===== src/rtl/vtg_pkg.sv =====
package vtg_pkg;
  localparam int REG_AW = 10;

  localparam logic [REG_AW-1:0] A_LINE    = 10'h000;
  localparam logic [REG_AW-1:0] A_HALF    = 10'h004;
  localparam logic [REG_AW-1:0] A_RESTART = 10'h008;
  localparam logic [REG_AW-1:0] A_WTS     = 10'h010;
  localparam logic [REG_AW-1:0] A_WTE     = 10'h014;
  localparam logic [REG_AW-1:0] A_WBS     = 10'h018;
  localparam logic [REG_AW-1:0] A_WBE     = 10'h01C;
  localparam logic [REG_AW-1:0] A_STAT    = 10'h020;
  localparam logic [REG_AW-1:0] A_STCLR   = 10'h024;
  localparam logic [REG_AW-1:0] A_MSET    = 10'h028;
  localparam logic [REG_AW-1:0] A_MCLR    = 10'h02C;
  localparam int SYNC_BASE   = 'h40;
  localparam int SYNC_STRIDE = 'h20;

  typedef struct packed {
    logic [31:0] hs;
    logic [31:0] vl_top;
    logic [31:0] vl_bot;
    logic [31:0] vo_top;
    logic [31:0] vo_bot;
  } sync_cfg_t;

  typedef struct packed {
    logic [15:0] line_clks;
    logic [15:0] half_lines;
    logic [31:0] win_top_s;
    logic [31:0] win_top_e;
    logic [31:0] win_bot_s;
    logic [31:0] win_bot_e;
  } tim_cfg_t;

  // High from s up to but not including e; wraps when s > e; empty when equal.
  function automatic logic in_span(input logic [31:0] p, input logic [31:0] s,
                                   input logic [31:0] e);
    if (s == e)     return 1'b0;
    else if (s < e) return (p >= s) && (p < e);
    else            return (p >= s) || (p < e);
  endfunction
endpackage


===== src/rtl/vtg_counters.sv =====
module vtg_counters
  import vtg_pkg::*;
(
  input  logic        clk,
  input  logic        rst_n,
  input  logic        restart_i,
  input  logic [15:0] line_clks,
  input  logic [15:0] half_lines,
  output logic [15:0] hcnt,
  output logic [15:0] lcnt,
  output logic        fld,
  output logic        load_o,
  output logic [1:0]  evt_o
);
  logic [15:0] lines;
  logic        h_end, l_end, nxt_fld, frame_wrap;

  assign lines      = {1'b0, half_lines[15:1]};
  assign h_end      = ({1'b0, hcnt} + 17'd1) >= {1'b0, line_clks};
  assign l_end      = lcnt >= lines;
  assign nxt_fld    = half_lines[0] ? ~fld : 1'b0;
  assign frame_wrap = h_end && l_end && !nxt_fld;
  assign load_o     = restart_i || frame_wrap;
  assign evt_o      = (hcnt == 16'd0 && lcnt == 16'd1) ? (fld ? 2'b01 : 2'b10) : 2'b00;

  always_ff @(posedge clk or negedge rst_n) begin
    if (!rst_n) begin
      hcnt <= '0;
      lcnt <= 16'd1;
      fld  <= 1'b0;
    end else if (restart_i) begin
      hcnt <= '0;
      lcnt <= 16'd1;
      fld  <= 1'b0;
    end else if (h_end) begin
      hcnt <= '0;
      if (l_end) begin
        lcnt <= 16'd1;
        fld  <= nxt_fld;
      end else begin
        lcnt <= lcnt + 16'd1;
      end
    end else begin
      hcnt <= hcnt + 16'd1;
    end
  end

  assert_hcnt_range_R1: assert property (@(posedge clk) disable iff (!rst_n)
    (line_clks == 16'd0) ? (hcnt == 16'd0) : (hcnt < line_clks));

  assert_lcnt_range_R2: assert property (@(posedge clk) disable iff (!rst_n)
    (lcnt >= 16'd1) && ((lines == 16'd0) ? (lcnt == 16'd1) : (lcnt <= lines)));

  assert_restart_home_R3: assert property (@(posedge clk) disable iff (!rst_n)
    restart_i |=> (hcnt == 16'd0 && lcnt == 16'd1 && !fld));

  assert_even_top_R11: assert property (@(posedge clk) disable iff (!rst_n)
    !half_lines[0] |-> !fld);
endmodule


===== src/rtl/vtg_regs.sv =====
module vtg_regs
  import vtg_pkg::*;
#(
  parameter int N_OUT          = 4,
  parameter int DEF_LINE_CLKS  = 16,
  parameter int DEF_HALF_LINES = 20
) (
  input  logic                          clk,
  input  logic                          rst_n,
  input  logic                          wr_en,
  input  logic [REG_AW-1:0]             addr,
  input  logic [31:0]                   wdata,
  output logic [31:0]                   rdata,
  input  logic                          load_i,
  input  logic [1:0]                    evt_i,
  output logic                          restart_o,
  output logic                          irq_o,
  output tim_cfg_t                      tim_a_o,
  output sync_cfg_t [N_OUT-1:0]         sync_a_o
);
  tim_cfg_t              tim_s, tim_a;
  sync_cfg_t [N_OUT-1:0] sync_s;
  logic [1:0]            stat, mask, clr;
  logic                  rpend;

  localparam tim_cfg_t TIM_RST = '{line_clks: 16'(DEF_LINE_CLKS),
                                   half_lines: 16'(DEF_HALF_LINES),
                                   default: '0};

  assign clr = (wr_en && addr == A_STCLR) ? wdata[1:0] : 2'b00;

  always_ff @(posedge clk or negedge rst_n) begin
    if (!rst_n) begin
      tim_s <= TIM_RST;
      tim_a <= TIM_RST;
      stat  <= '0;
      mask  <= '0;
      rpend <= 1'b0;
    end else begin
      if (load_i) tim_a <= tim_s;
      stat  <= (stat & ~clr) | evt_i;
      rpend <= wr_en && addr == A_RESTART && wdata[0];
      if (wr_en) begin
        case (addr)
          A_LINE: tim_s.line_clks  <= wdata[15:0];
          A_HALF: tim_s.half_lines <= wdata[15:0];
          A_WTS:  tim_s.win_top_s  <= wdata;
          A_WTE:  tim_s.win_top_e  <= wdata;
          A_WBS:  tim_s.win_bot_s  <= wdata;
          A_WBE:  tim_s.win_bot_e  <= wdata;
          A_MSET: mask <= mask | wdata[1:0];
          A_MCLR: mask <= mask & ~wdata[1:0];
          default: ;
        endcase
      end
    end
  end

  for (genvar k = 0; k < N_OUT; k++) begin : g_sync
    localparam logic [REG_AW-1:0] B = REG_AW'(SYNC_BASE + k * SYNC_STRIDE);
    sync_cfg_t s_q, a_q;
    always_ff @(posedge clk or negedge rst_n) begin
      if (!rst_n) begin
        s_q <= '0;
        a_q <= '0;
      end else begin
        if (load_i) a_q <= s_q;
        if (wr_en) begin
          case (addr)
            B:                s_q.hs     <= wdata;
            B + REG_AW'(4):   s_q.vl_top <= wdata;
            B + REG_AW'(8):   s_q.vl_bot <= wdata;
            B + REG_AW'(12):  s_q.vo_top <= wdata;
            B + REG_AW'(16):  s_q.vo_bot <= wdata;
            default: ;
          endcase
        end
      end
    end
    assign sync_s[k]   = s_q;
    assign sync_a_o[k] = a_q;
  end

  always_comb begin
    rdata = '0;
    case (addr)
      A_LINE:         rdata = {16'b0, tim_s.line_clks};
      A_HALF:         rdata = {16'b0, tim_s.half_lines};
      A_RESTART:      rdata = {31'b0, rpend};
      A_WTS:          rdata = tim_s.win_top_s;
      A_WTE:          rdata = tim_s.win_top_e;
      A_WBS:          rdata = tim_s.win_bot_s;
      A_WBE:          rdata = tim_s.win_bot_e;
      A_STAT:         rdata = {30'b0, stat};
      A_MSET, A_MCLR: rdata = {30'b0, mask};
      default: ;
    endcase
    for (int k = 0; k < N_OUT; k++) begin
      if (addr == REG_AW'(SYNC_BASE + k * SYNC_STRIDE))      rdata = sync_s[k].hs;
      if (addr == REG_AW'(SYNC_BASE + k * SYNC_STRIDE + 4))  rdata = sync_s[k].vl_top;
      if (addr == REG_AW'(SYNC_BASE + k * SYNC_STRIDE + 8))  rdata = sync_s[k].vl_bot;
      if (addr == REG_AW'(SYNC_BASE + k * SYNC_STRIDE + 12)) rdata = sync_s[k].vo_top;
      if (addr == REG_AW'(SYNC_BASE + k * SYNC_STRIDE + 16)) rdata = sync_s[k].vo_bot;
    end
  end

  assign tim_a_o   = tim_a;
  assign restart_o = rpend;
  assign irq_o     = |(stat & mask);

  assert_hold_cfg_R4: assert property (@(posedge clk) disable iff (!rst_n)
    !load_i |=> $stable(tim_a));

  assert_hold_sync_R4: assert property (@(posedge clk) disable iff (!rst_n)
    !load_i |=> $stable(sync_a_o));

  assert_top_evt_R8: assert property (@(posedge clk) disable iff (!rst_n)
    evt_i[1] |=> stat[1]);

  assert_clear_R9: assert property (@(posedge clk) disable iff (!rst_n)
    (wr_en && addr == A_STCLR && evt_i == 2'b00) |=> ((stat & $past(wdata[1:0])) == 2'b00));

  assert_mask_set_R10: assert property (@(posedge clk) disable iff (!rst_n)
    (wr_en && addr == A_MSET) |=> ((mask & $past(wdata[1:0])) == $past(wdata[1:0])));
endmodule


===== src/rtl/vtg_sync_out.sv =====
module vtg_sync_out
  import vtg_pkg::*;
(
  input  logic        clk,
  input  logic        rst_n,
  input  logic [15:0] hcnt,
  input  logic [15:0] lcnt,
  input  logic        fld,
  input  sync_cfg_t   cfg,
  output logic        hs_o,
  output logic        vs_o
);
  logic [31:0] vl, vo;

  assign vl   = fld ? cfg.vl_bot : cfg.vl_top;
  assign vo   = fld ? cfg.vo_bot : cfg.vo_top;
  assign hs_o = in_span({16'b0, hcnt}, {16'b0, cfg.hs[15:0]}, {16'b0, cfg.hs[31:16]});
  assign vs_o = in_span({lcnt, hcnt}, {vl[15:0], vo[15:0]}, {vl[31:16], vo[31:16]});

  assert_hs_empty_R5: assert property (@(posedge clk) disable iff (!rst_n)
    (cfg.hs[15:0] == cfg.hs[31:16]) |-> !hs_o);

  assert_vs_empty_R6: assert property (@(posedge clk) disable iff (!rst_n)
    ((vl[15:0] == vl[31:16]) && (vo[15:0] == vo[31:16])) |-> !vs_o);
endmodule


===== src/rtl/vtg_window.sv =====
module vtg_window (
  input  logic        clk,
  input  logic        rst_n,
  input  logic [15:0] hcnt,
  input  logic [15:0] lcnt,
  input  logic        fld,
  input  logic [31:0] top_s,
  input  logic [31:0] top_e,
  input  logic [31:0] bot_s,
  input  logic [31:0] bot_e,
  output logic        active_o
);
  logic [31:0] ws, we;

  assign ws       = fld ? bot_s : top_s;
  assign we       = fld ? bot_e : top_e;
  assign active_o = (lcnt >= ws[31:16]) && (lcnt <= we[31:16]) &&
                    (hcnt >= ws[15:0])  && (hcnt <= we[15:0]);

  assert_win_line_R7: assert property (@(posedge clk) disable iff (!rst_n)
    active_o |-> (lcnt >= 16'd1));
endmodule


===== src/rtl/vid_timing_gen.sv =====
module vid_timing_gen
  import vtg_pkg::*;
#(
  parameter int N_OUT          = 4,
  parameter int DEF_LINE_CLKS  = 16,
  parameter int DEF_HALF_LINES = 20
) (
  input  logic              clk,
  input  logic              rst_n,
  input  logic              reg_wr,
  input  logic [9:0]        reg_addr,
  input  logic [31:0]       reg_wdata,
  output logic [31:0]       reg_rdata,
  output logic [N_OUT-1:0]  hsync_o,
  output logic [N_OUT-1:0]  vsync_o,
  output logic              active_o,
  output logic              field_o,
  output logic              irq_o
);
  tim_cfg_t              tim_a;
  sync_cfg_t [N_OUT-1:0] sync_a;
  logic [15:0]           hcnt, lcnt;
  logic                  fld, load, restart;
  logic [1:0]            evt;

  vtg_regs #(
    .N_OUT(N_OUT), .DEF_LINE_CLKS(DEF_LINE_CLKS), .DEF_HALF_LINES(DEF_HALF_LINES)
  ) u_regs (
    .clk(clk), .rst_n(rst_n), .wr_en(reg_wr), .addr(reg_addr), .wdata(reg_wdata),
    .rdata(reg_rdata), .load_i(load), .evt_i(evt), .restart_o(restart),
    .irq_o(irq_o), .tim_a_o(tim_a), .sync_a_o(sync_a)
  );

  vtg_counters u_cnt (
    .clk(clk), .rst_n(rst_n), .restart_i(restart),
    .line_clks(tim_a.line_clks), .half_lines(tim_a.half_lines),
    .hcnt(hcnt), .lcnt(lcnt), .fld(fld), .load_o(load), .evt_o(evt)
  );

  for (genvar k = 0; k < N_OUT; k++) begin : g_out
    vtg_sync_out u_sync (
      .clk(clk), .rst_n(rst_n), .hcnt(hcnt), .lcnt(lcnt), .fld(fld),
      .cfg(sync_a[k]), .hs_o(hsync_o[k]), .vs_o(vsync_o[k])
    );
  end

  vtg_window u_win (
    .clk(clk), .rst_n(rst_n), .hcnt(hcnt), .lcnt(lcnt), .fld(fld),
    .top_s(tim_a.win_top_s), .top_e(tim_a.win_top_e),
    .bot_s(tim_a.win_bot_s), .bot_e(tim_a.win_bot_e),
    .active_o(active_o)
  );

  assign field_o = fld;
endmodule


===== config.mk =====
export PLATFORM = sky130hd
export DESIGN_NAME = vid_timing_gen
export DESIGN_NICKNAME = d
export VERILOG_FILES = /design/src/rtl/vtg_pkg.sv /design/src/rtl/vtg_counters.sv /design/src/rtl/vtg_regs.sv /design/src/rtl/vtg_sync_out.sv /design/src/rtl/vtg_window.sv /design/src/rtl/vid_timing_gen.sv
export SDC_FILE = /design/constraint.sdc
export NUM_CORES = 2
export LEC_CHECK = 0
export ABC_AREA = 0
export BUFFER_PORTS_ARGS = -buffer_cell sky130_fd_sc_hd__clkbuf_2
export CAP_MARGIN = 20
export CORE_ASPECT_RATIO = 1.5
export CORE_UTILIZATION = 45
export CTS_CLUSTER_DIAMETER = 50
export DETAILED_ROUTE_END_ITERATION = 10
export PLACE_DENSITY_LB_ADDON = 0.12
export SYNTH_ARGS = -nofsm -noshare
export SYNTH_HDL_FRONTEND = slang
export SYNTH_HIERARCHICAL = 1
export SYNTH_SLANG_ARGS = --single-unit

===== constraint.sdc =====
create_clock -name clk -period 6 [get_ports clk]
set_input_delay 1.2 -clock clk [delete_from_list [all_inputs] [get_ports clk]]
set_output_delay 1.2 -clock clk [all_outputs]
set_load 0.01 [all_outputs]

==> summary.txt <==
Power
  – Standby leakage power: 49.5 nW
  – VDD IR-drop max: 0.00127 V
  – Power Total: 43.9 mW
  – Power density relative to cell area: 443 mW/mm2

CTS
  – CTS H-Tree Depth: 4
  – Clock tree from TritonCTS: done
  – Clk slew on worst S/H paths: 0.06 ns
  – CTS Hold Buffers Added: 0
  – Num CTS Buffers: 186
  – Clock latency on the worst-skew pair: 0.87 ns
  – Number of buffers on the longest clock path: 4
  – Clock sink count: 1638
  – Root Buffer Master: sky130_fd_sc_hd__clkbuf_16

Timing
  – Share of the clock period used by the worst path: 102%
  – Worst setup slack after layout: -0.120 ns
  – Final hold viol count: 0
  – Crit path time final: 6.12 ns
  – Final slew viol count: 0
  – Upper clock frequency limit: 0.163 GHz
  – Worst rel slew slack: 15.1%
  – Worst Clk Skew: 0.0476 ns
  – Unrepaired setup endpoints after global routing: false
  – Post-Route Hold Slack: 0.357 ns
  – Setup violators final: 1
  – Worst-margin pin slew: 1.27 ns

Routing
  – Total length of routed wires: 377000 um
  – Via density per instance: 6.33
  – Vias post-DR: 63900
  – Post-detailed-route wirelength per cell: 37.3 um
  – First-pass DRT Iterations: 7
  – Total DRC errors in the routed layout: 0
  – Number of DRC violations after detailed-routing iteration 0: 6134
  – Post-DRT Antenna Nets: 0

GRT
  – Overall Global Routing Usage: 38.2%
  – Total grt overflow: 0
  – Number of antenna violations at the first check in global routing: 37
  – Number of global-route vias before repair: 64600
  – Pin count of the biggest net entering global routing: 174
  – Wire length of the first global-routing pass: 520000 um

Critical path
  – Critical path start-end classification: input pin to output pin
  – Required time of the worst setup path: 4.80 ns
  – Crit Path Max Fanout: 29
  – CP startpoint kind: input pin
  – Worst endpoint data arrival time: 4.92 ns
  – Endpoint kind of the worst setup timing path: output pin

Yosys
  – Number of enable-type register cells in the synthesized netlist: 0
  – Count of unique library cells instantiated by Yosys: 116
  – Cell types occupying the most area after synthesis: sky130_fd_sc_hd__dfrtp_1 47%, sky130_fd_sc_hd__mux2_2 21%, sky130_fd_sc_hd__ha_1 9.5%
  – Mapped Area: 0.0875 mm2
  – Total number of yosys warnings: 6
  – Area leader, netlist: sky130_fd_sc_hd__dfrtp_1
  – Area share of the largest cell type after synthesis: 46.6%
  – Fraction of registers with async set or reset after synthesis: 100%
  – Sequential share of the synthesized area: 46.8%
  – Syn_area_per_cell: 12.2 um2
  – Post-synth top flop: sky130_fd_sc_hd__dfrtp_1
  – Syn Nets: 7862
  – Cells after synthesis: 7150
  – Synth Register Bits: 1638

Finish
  – Area overhead of the layout relative to synthesis: 13.2%
  – Layout cells sized above 1: 32.9%
  – Total area of multi-input combinational cells: 0.0436 mm2
  – Final Net Count: 8067
  – Layout Cells excl Fill: 10100
  – Filler cell count in the final layout: 17200
  – Finished layout cell area: 0.0991 mm2
  – Core utilization of the finished layout: 51.4%
  – Most used cells in the layout excluding fill and tap cells: 1612 x sky130_fd_sc_hd__dfrtp_1, 1612 x sky130_fd_sc_hd__mux2_2, 667 x sky130_fd_sc_hd__ha_1
  – Footprint of the flip-flops and latches: 0.0410 mm2

Floorplanning
  – Core ar.: 0.193 mm2
  – Overall die area: 0.196 mm2
  – Die X: 362 um
  – Die boundary height: 542 um
  – Standard-cell rows: 197
  – Initial Utilization: 45.4%
  – Top-level I/O count: 88

Placed design
  – Weighted congestion at the end of routability-driven global placement: 1.01
  – HPWL Detailed: 276000 um
  – Cell total after placement: 9747
  – Count of input and output buffers: 87
  – Cell area after placement: 0.0926 mm2

Run status
  – Run status: complete, but fails checks
  – Failing checks: negative setup slack

Min path
  – Path category of the worst min-delay check: input pin to async pin

Flow run
  – Max-capacitance violation count: 0
routing by layer:
| layer | up-vias | wire length, um | track usage, % |
|---|---|---|---|
| li1 | 27000 | - | - |
| met1 | 33500 | 138000 | 43.4 |
| met2 | 2512 | 181000 | 63.2 |
| met3 | 956 | 20600 | 5.58 |
| met4 | 14 | 37600 | 32.5 |
| met5 | - | 93 | 0 |
layout make-up:
type / instances / area share (%)
clock buffer: 252 / 5.34
multi-input combinational: 4782 / 44.0
inverter: 319 / 1.21
tap: 2587 / 3.27
clock inverter: 79 / 1.07
antenna: 17 / 0.0429
timing repair buffer: 428 / 3.66
sequential: 1638 / 41.4
sequential cells by signal, indices dropped and copies added (netlist names), named ones only:
signal             flops
u_regs/restart_o       1
u_cnt/hcnt            16
u_regs/tim_a_o       160
u_regs/stat            2
u_regs/tim_s         160
u_cnt/fld              1
u_regs/sync_a_o      640
u_cnt/lcnt            16
u_regs/g_sync.s_q    640
cell families (layout without fill, tap and decap cells):
group	Yosys count	in the layout	share of synthesized area, %
adder cells (fa/ha/maj)	670	670	9.57
other	0	17	0
multiplexers	1997	1997	25.2
buffers and inverters	730	1078	3.50
AO/OA/AOI/OAI	1162	1162	9.04
AND/OR/NAND/NOR	939	939	5.71
flip-flops	1638	1638	46.8
XOR/XNOR	14	14	0.140
worst max-delay path, stage by stage:
cell and delay, ns:
sky130_fd_sc_hd__buf_6 0.32, sky130_fd_sc_hd__nand2b_2 0.52, sky130_fd_sc_hd__buf_4 0.29, sky130_fd_sc_hd__nor3_4 0.06
sky130_fd_sc_hd__buf_4 0.26, sky130_fd_sc_hd__buf_4 0.27, sky130_fd_sc_hd__a222oi_1 1.04, sky130_fd_sc_hd__nand3_1 0.35
sky130_fd_sc_hd__o221a_2 0.37, sky130_fd_sc_hd__clkbuf_2 0.13
path summary, 6_finish.rpt:
check	startpoint	endpoint	slack (ns)	cells after the start
min	rst_n	u_regs/sync_a_o[389]	0.36	1
max reg2reg	u_cnt/hcnt[2]	u_regs/sync_a_o[107]	1.21	14
max	reg_addr[2]	reg_rdata[20]	-0.12	10
min in group clk	u_regs/sync_a_o[554]	u_regs/sync_a_o[554]	0.50	1
max in group asynchronous	rst_n	u_regs/sync_a_o[27]	3.99	2
min reg2reg	u_regs/sync_a_o[554]	u_regs/sync_a_o[554]	0.50	1
what timing repair did:
action | in CTS | in global routing
gates resized for setup | 2 | 5
endpoints found under the hold margin | 0 | 0
setup endpoints to repair | 5 | 4
buffers inserted | 4 | 0
synth_stat cells, drive strengths merged, types with 7 or more instances:
cell type,n
a221o,36
o211ai,40
a222oi,28
a221oi,36
inv,318
dfstp,7
o31ai,28
dfrtp,1631
a22oi,60
nor2,201
o22ai,99
o31a,7
a22o,16
buf,193
clkbuf,218
a32o,10
and2,10
xnor2,11
nand2b,37
a2111oi,26
a31oi,26
o221ai,36
o21a,23
mux2i,349
or4,11
a21oi,298
nand2,258
nand3,91
a21o,73
and4,13
o21ai,198
nand4,109
nor2b,40
o2111ai,14
nor3,68
a211oi,40
a21boi,10
and3,22
nor4,41
mux2,1648
ha,667
power by group:
group / total, mW / leakage, nW / switching, mW / internal [mW]
combinational: 19.4 / 23.6 / 11.3 / 8.15
sequential: 12.5 / 22.8 / 0.657 / 11.8
clock: 12.0 / 3.10 / 4.99 / 7.02
stage by stage:
step | setup slack [ns] | TNS [ns]
after floorplan | 1.35 | 0
after global placement | 0.0299 | 0
after detailed placement | 0.0560 | 0
after CTS | 0.0531 | 0
after global routing | 0.0130 | 0
final | -0.120 | -0.120
No activity file was read; power rests on OpenSTA's default activity.
